`src/rtl/div_pkg.sv`:
```
package div_pkg;

    localparam int DVS_W  = 16;
    localparam int DVD_W  = 2 * DVS_W;
    localparam int ITER   = DVS_W + 1;
    localparam int CNT_W  = $clog2(ITER + 1);

    // Operand information prepared at start and held for the whole run
    typedef struct packed {
        logic [DVD_W-1:0] orig;       // untouched dividend, returned on failure
        logic [DVD_W-1:0] dvd_mag;    // dividend magnitude
        logic [DVS_W-1:0] dvs_mag;    // divisor magnitude
        logic             q_neg;      // quotient is negative
        logic             r_neg;      // remainder is negative
        logic             is_signed;
        logic             dvs_zero;
        logic             early_ovf;  // quotient cannot fit ITER bits
    } op_ctx_t;

    typedef struct packed {
        logic [DVD_W-1:0] word;
        logic             n;
        logic             z;
        logic             v;
        logic             c;
        logic             dz;
        logic             ovf;
    } div_res_t;

    function automatic logic [DVS_W-1:0] cond_neg16(input logic [DVS_W-1:0] x,
                                                    input logic en);
        return en ? (~x + 1'b1) : x;
    endfunction

endpackage

```
`src/rtl/div_operand_prep.sv`:
```
module div_operand_prep
    import div_pkg::*;
#(
    parameter int W_DVS = DVS_W,
    parameter int W_DVD = DVD_W,
    parameter int N_IT  = ITER
) (
    input  logic             signed_i,
    input  logic [W_DVD-1:0] dividend_i,
    input  logic [W_DVS-1:0] divisor_i,
    output op_ctx_t          ctx_o
);
    localparam int TOP_W = W_DVD - N_IT;

    logic             dvd_sgn;
    logic             dvs_sgn;
    logic [W_DVD-1:0] dvd_mag;
    logic [W_DVS-1:0] dvs_mag;
    logic [TOP_W-1:0] dvd_top;

    always_comb begin
        dvd_sgn = signed_i & dividend_i[W_DVD-1];
        dvs_sgn = signed_i & divisor_i[W_DVS-1];
        dvd_mag = dvd_sgn ? (~dividend_i + 1'b1) : dividend_i;
        dvs_mag = dvs_sgn ? (~divisor_i + 1'b1) : divisor_i;
        dvd_top = dvd_mag[W_DVD-1:N_IT];

        ctx_o           = '0;
        ctx_o.orig      = dividend_i;
        ctx_o.dvd_mag   = dvd_mag;
        ctx_o.dvs_mag   = dvs_mag;
        ctx_o.q_neg     = dvd_sgn ^ dvs_sgn;
        ctx_o.r_neg     = dvd_sgn;
        ctx_o.is_signed = signed_i;
        ctx_o.dvs_zero  = (divisor_i == '0);
        // quotient < 2^ITER iff the bits above ITER are below the divisor
        ctx_o.early_ovf = ({1'b0, dvd_top} >= dvs_mag);
    end
endmodule

```
`src/rtl/div_restoring_core.sv`:
```
module div_restoring_core #(
    parameter int W_DVS = 16,
    parameter int N_IT  = 17,
    parameter int W_CNT = 5
) (
    input  logic             clk,
    input  logic             rst,
    input  logic             load_i,
    input  logic [W_DVS-1:0] rem_init_i,
    input  logic [N_IT-1:0]  bits_i,
    input  logic [W_DVS-1:0] dvs_i,
    output logic             busy_o,
    output logic             fin_o,
    output logic [N_IT-1:0]  quot_o,
    output logic [W_DVS-1:0] rem_o
);
    localparam logic [W_CNT-1:0] LAST = W_CNT'(N_IT - 1);

    logic             busy_q;
    logic             fin_q;
    logic [W_CNT-1:0] cnt_q;
    logic [W_DVS-1:0] rem_q;
    logic [W_DVS-1:0] dvs_q;
    logic [N_IT-1:0]  sh_q;
    logic [N_IT-1:0]  q_q;

    logic [W_DVS:0]   trial;
    logic [W_DVS:0]   diff;
    logic             take;

    always_comb begin
        trial = {rem_q, sh_q[N_IT-1]};
        diff  = trial - {1'b0, dvs_q};
        take  = (trial >= {1'b0, dvs_q});
    end

    always_ff @(posedge clk) begin
        if (rst) begin
            busy_q <= 1'b0;
            fin_q  <= 1'b0;
            cnt_q  <= '0;
            rem_q  <= '0;
            dvs_q  <= '0;
            sh_q   <= '0;
            q_q    <= '0;
        end else begin
            fin_q <= 1'b0;
            if (load_i) begin
                busy_q <= 1'b1;
                cnt_q  <= '0;
                rem_q  <= rem_init_i;
                dvs_q  <= dvs_i;
                sh_q   <= bits_i;
                q_q    <= '0;
            end else if (busy_q) begin
                rem_q <= take ? diff[W_DVS-1:0] : trial[W_DVS-1:0];
                sh_q  <= {sh_q[N_IT-2:0], 1'b0};
                q_q   <= {q_q[N_IT-2:0], take};
                if (cnt_q == LAST) begin
                    busy_q <= 1'b0;
                    fin_q  <= 1'b1;
                end else begin
                    cnt_q <= cnt_q + 1'b1;
                end
            end
        end
    end

    assign busy_o = busy_q;
    assign fin_o  = fin_q;
    assign quot_o = q_q;
    assign rem_o  = rem_q;

    // A running step sequence advances by one each cycle and is never restarted
    assert_step_advance_R2: assert property (@(posedge clk) disable iff (rst)
        (busy_q && cnt_q != LAST) |=> (busy_q && cnt_q == $past(cnt_q) + 1'b1));

    assert_finish_once_R1: assert property (@(posedge clk) disable iff (rst)
        fin_q |-> !busy_q);
endmodule

```
`src/rtl/div_result_pack.sv`:
```
module div_result_pack
    import div_pkg::*;
#(
    parameter int W_DVS = DVS_W,
    parameter int N_IT  = ITER
) (
    input  op_ctx_t          ctx_i,
    input  logic [N_IT-1:0]  quot_i,
    input  logic [W_DVS-1:0] rem_i,
    output div_res_t         res_o
);
    logic [W_DVS-1:0] q_lo;
    logic [W_DVS-1:0] q_fin;
    logic [W_DVS-1:0] r_fin;
    logic             fits;

    always_comb begin
        q_lo  = quot_i[W_DVS-1:0];
        q_fin = cond_neg16(q_lo, ctx_i.q_neg);
        r_fin = cond_neg16(rem_i, ctx_i.r_neg);

        if (!ctx_i.is_signed)
            fits = !quot_i[N_IT-1];
        else if (ctx_i.q_neg)
            fits = !quot_i[N_IT-1] &&
                   (!q_lo[W_DVS-1] || (q_lo[W_DVS-2:0] == '0));
        else
            fits = !quot_i[N_IT-1] && !q_lo[W_DVS-1];
        fits = fits && !ctx_i.early_ovf;

        res_o = '0;
        if (ctx_i.dvs_zero) begin
            res_o.word = ctx_i.orig;
            res_o.dz   = 1'b1;
        end else if (!fits) begin
            res_o.word = ctx_i.orig;
            res_o.v    = 1'b1;
            res_o.ovf  = 1'b1;
        end else begin
            res_o.word = {r_fin, q_fin};
            res_o.z    = (q_fin == '0);
            res_o.n    = q_fin[W_DVS-1];
        end
        res_o.c = 1'b0;
    end
endmodule

```
`src/rtl/div32x16.sv`:
```
module div32x16
    import div_pkg::*;
#(
    parameter int W_DVS = DVS_W
) (
    input  logic                  clk,
    input  logic                  rst,
    input  logic                  start_i,
    input  logic                  signed_i,
    input  logic [2*W_DVS-1:0]    dividend_i,
    input  logic [W_DVS-1:0]      divisor_i,
    output logic                  busy_o,
    output logic                  done_o,
    output logic [2*W_DVS-1:0]    result_o,
    output logic                  flag_n_o,
    output logic                  flag_z_o,
    output logic                  flag_v_o,
    output logic                  flag_c_o,
    output logic                  div_zero_o,
    output logic                  overflow_o
);
    localparam int W_DVD = 2 * W_DVS;
    localparam int N_IT  = W_DVS + 1;
    localparam int W_CNT = $clog2(N_IT + 1);

    op_ctx_t          ctx_now;
    op_ctx_t          ctx_q;
    div_res_t         res_now;
    div_res_t         res_q;
    logic             core_busy;
    logic             core_fin;
    logic [N_IT-1:0]  quot;
    logic [W_DVS-1:0] rem;
    logic             accept;
    logic             done_q;

    assign busy_o = core_busy | core_fin;
    assign accept = start_i & ~busy_o;

    div_operand_prep #(.W_DVS(W_DVS), .W_DVD(W_DVD), .N_IT(N_IT)) u_prep (
        .signed_i   (signed_i),
        .dividend_i (dividend_i),
        .divisor_i  (divisor_i),
        .ctx_o      (ctx_now)
    );

    div_restoring_core #(.W_DVS(W_DVS), .N_IT(N_IT), .W_CNT(W_CNT)) u_core (
        .clk        (clk),
        .rst        (rst),
        .load_i     (accept),
        .rem_init_i (W_DVS'(ctx_now.dvd_mag >> N_IT)),
        .bits_i     (ctx_now.dvd_mag[N_IT-1:0]),
        .dvs_i      (ctx_now.dvs_mag),
        .busy_o     (core_busy),
        .fin_o      (core_fin),
        .quot_o     (quot),
        .rem_o      (rem)
    );

    div_result_pack #(.W_DVS(W_DVS), .N_IT(N_IT)) u_pack (
        .ctx_i  (ctx_q),
        .quot_i (quot),
        .rem_i  (rem),
        .res_o  (res_now)
    );

    always_ff @(posedge clk) begin
        if (rst) begin
            ctx_q  <= '0;
            res_q  <= '0;
            done_q <= 1'b0;
        end else begin
            done_q <= core_fin;
            if (accept)
                ctx_q <= ctx_now;
            if (core_fin)
                res_q <= res_now;
        end
    end

    assign done_o     = done_q;
    assign result_o   = res_q.word;
    assign flag_n_o   = res_q.n;
    assign flag_z_o   = res_q.z;
    assign flag_v_o   = res_q.v;
    assign flag_c_o   = res_q.c;
    assign div_zero_o = res_q.dz;
    assign overflow_o = res_q.ovf;

    assert_done_single_R1: assert property (@(posedge clk) disable iff (rst)
        done_o |=> !done_o);

    assert_accept_busy_R1: assert property (@(posedge clk) disable iff (rst)
        accept |=> busy_o);

    assert_carry_clear_R5: assert property (@(posedge clk) disable iff (rst)
        done_o |-> !flag_c_o);

    assert_div0_flags_R6: assert property (@(posedge clk) disable iff (rst)
        (done_o && div_zero_o) |->
            (!flag_n_o && !flag_z_o && !flag_v_o && !overflow_o && result_o == ctx_q.orig));

    assert_no_overflow_dest_R7: assert property (@(posedge clk) disable iff (rst)
        (done_o && overflow_o) |->
            (flag_v_o && !flag_n_o && !flag_z_o && !div_zero_o && result_o == ctx_q.orig));

    assert_success_flags_R9: assert property (@(posedge clk) disable iff (rst)
        (done_o && !overflow_o && !div_zero_o) |->
            (!flag_v_o && flag_z_o == (result_o[W_DVS-1:0] == '0) && flag_n_o == result_o[W_DVS-1]));
endmodule

```
`config.mk`:
```
export PLATFORM = sky130hd
export DESIGN_NAME = div32x16
export DESIGN_NICKNAME = d
export VERILOG_FILES = /design/src/rtl/div_pkg.sv /design/src/rtl/div_operand_prep.sv /design/src/rtl/div_restoring_core.sv /design/src/rtl/div_result_pack.sv /design/src/rtl/div32x16.sv
export SDC_FILE = /design/constraint.sdc
export NUM_CORES = 1
export LEC_CHECK = 0
export BUFFER_PORTS_ARGS = -buffer_cell sky130_fd_sc_hd__buf_2
export CELL_PAD_IN_SITES_DETAIL_PLACEMENT = 1
export CELL_PAD_IN_SITES_GLOBAL_PLACEMENT = 1
export CORE_MARGIN = 3
export CORE_UTILIZATION = 46
export CTS_BUF_LIST = sky130_fd_sc_hd__clkbuf_8
export CTS_CLUSTER_DIAMETER = 120
export DETAILED_ROUTE_END_ITERATION = 16
export PLACE_DENSITY = 0.91
export SYNTH_ARGS = -nofsm -noshare
export SYNTH_HDL_FRONTEND = slang
export SYNTH_SLANG_ARGS = --single-unit
```
`constraint.sdc`:
```
create_clock -name clk -period 4 [get_ports clk]
set_clock_uncertainty 0.1 [all_clocks]
set_input_delay 1 -clock clk [delete_from_list [all_inputs] [get_ports clk]]
set_output_delay 1 -clock clk [all_outputs]
set_load 0.05 [all_outputs]
```
==> results.toml <==
[synth]
syn_area_um2 = 8840
avgSynthCellArea_um2 = 7.754
synth_edf_count = 0
ys_ff_latch = 147
ys_warn_count = 0
synth.distinct_cells = 64
synth_top_area_share_pct = 33.29
ys_seq_area_share_pct = 33.29
netlist_instances = 1140
ys_top_cells_by_area = "dfxtp_1 33%, nand2_1 6.8%, a21oi_1 6.4%"
synth.most_common_cell = "nand2_1"
yosys-top-cells-count = "161 x nand2_1, 147 x dfxtp_1, 113 x a21oi_1"
syn_nets = 1231
synth-main-ff-cell = "dfxtp_1"
yosysTopAreaCell = "dfxtp_1"
async_flop_share_pct = 0

[clock_network]
clock_latency_ps = 480
cts_hold_buf = 0
clkTransAtPathRegs_ps = 100
cts_tree = "built"
post-cts-setup-buffers = 0
cts_buffer_depth = 2
ctsResizeCount = 0
htree_levels = 4
clock-sinks = 147
cts_made_buffers = 17
clockRootBuffer = "clkbuf_8"

[global_route]
grt_max_degree = 72
antenna_found_initial = 0
grt_pass1_wl_um = 48200
grt_use_total_pct = 29.62
gr-total-overflow = 0
grt_pass1_vias = 8759

[finish]
syn_to_final_growth_pct = 12.14
final_area_um2 = 9913
seqCellArea_um2 = 2944
antennaDiodeCount = 0
fillers = 2388
multi_input_area_um2 = 5459
drive_above_1_share_pct = 14.05
nNetsFinal = 1288

[worst_setup_path]
worstPathMaxFanout = 5
r2r.worst_path.cells = 9
worstSetupPathType = "input pin to flop"
r2r_setup_slack_ps = 660
cp_top_family = "simple AND/OR/NAND/NOR gates"
cp_slowest_cell = "or4_4"
path_depth = 14
r2r-start = "u_core.dvs_q[1]"
crit_arrival_ps = 3790
cp-start-kind = "input pin"
crit_start = "dividend_i[19]"
cp.required_ps = 4250
critical_path.endpoint = "ctx_q[0]"
cpPeakStageDelay_ps = 480
end_kind = "flop"
timing.critical_path.buf_inv = 1
r2r_end = "u_core.rem_o[0]"
crit_chain = "buf_2 -> or3_4 -> or4_4 -> nor3_1 -> nor2_1 -> xnor2_1 -> ha_1 -> o21ai_0 -> nand2b_1 -> o311a_1 -> o21ai_0 -> o211ai_1 -> o211ai_1 -> a21oi_1"

[sta]
setup_viol = 0
max-slew-margin-rel_pct = 41.84
grt_setup_unrepaired = "no"
fin_tns_setup_ps = 0
slew_viol_final = 0
hold_slack_ps = 354.3
fin_crit_sh_pct = 88.42
tightest_slew_ps = 864.5
finalHoldViolations = 0
fmaxAchievable_ghz = 0.2827
min_period_ps = 3537

[detailed_routing]
wirelength_um = 30790
drc = 0
firstDrtPassIters = 5
highest_layer = "met4"
wl_per_cell_um = 21.32
drt_iter0_markers = 725
wl_met3_um = 2324
dr_wl_met2_um = 14430
wl_met1_um = 13100
vias = 8887
via_per_inst = 6.154
ant_nets = 0

[placement]
place.gp.congestion = 0.9480
portBuffers = 90
dp_hpwl_um = 22100
placed_area_um2 = 9500

[die]
core_region_area_um2 = 18770
initial_core_util_pct = 47.10
fp.dieW_um = 144.6
ios = 92
die_h_um = 144.6
dieArea_um2 = 20920
row_count = 50

[power]
peakVddDrop_mv = 0.2461
powerDensity_nw_per_um2 = 459.3
leakagePower_nw = 4.035

[worst_hold_path]
hold_path.class = "flop to flop"

[run]
max-cap-violations = 0

[outcome]
status = "finished, final reports clean"
[registers in the layout, summed over array words and instances (netlist names)]
register and count:
u_core.busy_o 1, flag_z_o 1, u_core.sh_q 17, u_core.cnt_q 5
done_o 1, u_core.rem_o 16, u_core.quot_o 17, ctx_q 37
flag_n_o 1, flag_v_o 1, u_core.fin_o 1, div_zero_o 1
result_o 32, u_core.dvs_q 16
[layer usage]
metal	up-vias	GRT usage, %
met2	356	48.16
met1	4316	38.57
met5	-	0
met3	88	6.746
met4	0	10.70
li1	4127	-
[area by class of cell]
cell class                      count  share of cell area (%)
Inverter                           31                   1.174
Timing Repair Buffer              118                   6.942
Tap cell                          234                   2.953
Clock inverter                     15                   1.805
Multi-Input combinational cell    882                   55.07
Sequential cell                   147                   29.70
Clock buffer                       17                   2.360
[power by group]
| group | switching [mW] | total (mW) | internal [mW] |
|---|---|---|---|
| clock | 0.730 | 1.21 | 0.483 |
| combinational | 0.995 | 1.61 | 0.619 |
| sequential | 0.160 | 1.73 | 1.57 |
| total | 1.89 | 4.55 | 2.67 |
[layout by cell type (no fill, tap or decap), drive strengths merged, types with 3 or more instances in the layout]
| master | instances |
|---|---|
| nand2b | 32 |
| mux2i | 33 |
| nor3 | 20 |
| inv | 40 |
| nor2b | 10 |
| o41ai | 10 |
| o21ai | 51 |
| or3 | 8 |
| a21oi | 113 |
| a211oi | 30 |
| o32ai | 3 |
| or2 | 7 |
| o31ai | 16 |
| nand3b | 5 |
| nor3b | 3 |
| nor4 | 12 |
| a31oi | 12 |
| or4 | 6 |
| o21a | 3 |
| nand2 | 161 |
| and2 | 4 |
| nand3 | 20 |
| and3 | 4 |
| dfxtp | 147 |
| buf | 118 |
| nand4b | 4 |
| a22o | 4 |
| xor2 | 53 |
| clkbuf | 17 |
| xnor2 | 31 |
| clkinv | 6 |
| a21o | 5 |
| ha | 38 |
| a311oi | 4 |
| o22ai | 8 |
| nor2 | 112 |
| nand4 | 11 |
| o211ai | 28 |
[worst min path at each step]
stage / startpoint / endpoint / slack (ps) / cells after the start
floorplan: ctx_q[60] / ctx_q[60] / 330 / 2
global placement: result_o[7] / result_o[7] / 340 / 2
detailed placement: result_o[7] / result_o[7] / 340 / 2
CTS: ctx_q[80] / ctx_q[80] / 360 / 2
global route: ctx_q[80] / ctx_q[80] / 370 / 2
finish: result_o[7] / result_o[7] / 350 / 2
[logic make-up (layout without fill, tap and decap cells)]
logic type | Yosys count | after routing | share of synthesized area, %
AOI/OAI and AO/OA | 302 | 302 | 21.57
xor gates and xnor gates | 84 | 84 | 8.323
adders and majority gates | 39 | 39 | 5.605
buffers and inverters | 111 | 181 | 5.152
DFF | 147 | 147 | 33.29
muxes | 34 | 34 | 3.864
other | 1 | 1 | 0.04242
and+or+nand+nor | 422 | 422 | 22.15
[per-stage QoR]
stage          setup slack (ps)  utilization (%)  cells  power [mW]
2_1_floorplan             280.9                -   1140       2.845
3_3_place_gp              116.9            50.62   1412       3.248
3_5_place_dp              6.997            50.62   1412       3.304
4_1_cts                   525.0            52.82   1444       4.531
5_1_grt                   307.3            52.82   1444       4.806
6_report                  463.1            52.82   1444       4.553
[worst reg2reg max path, cell delays in order (launching register included)]
cell and delay, ps:
dfxtp_1 460, inv_1 90, ha_1 330, nor2b_1 230, o2111ai_1 250, a31o_2 290
a211oi_1 440, or4_1 590, mux2i_1 190, a22o_1 270
No activity file was read; power rests on OpenSTA's default activity.
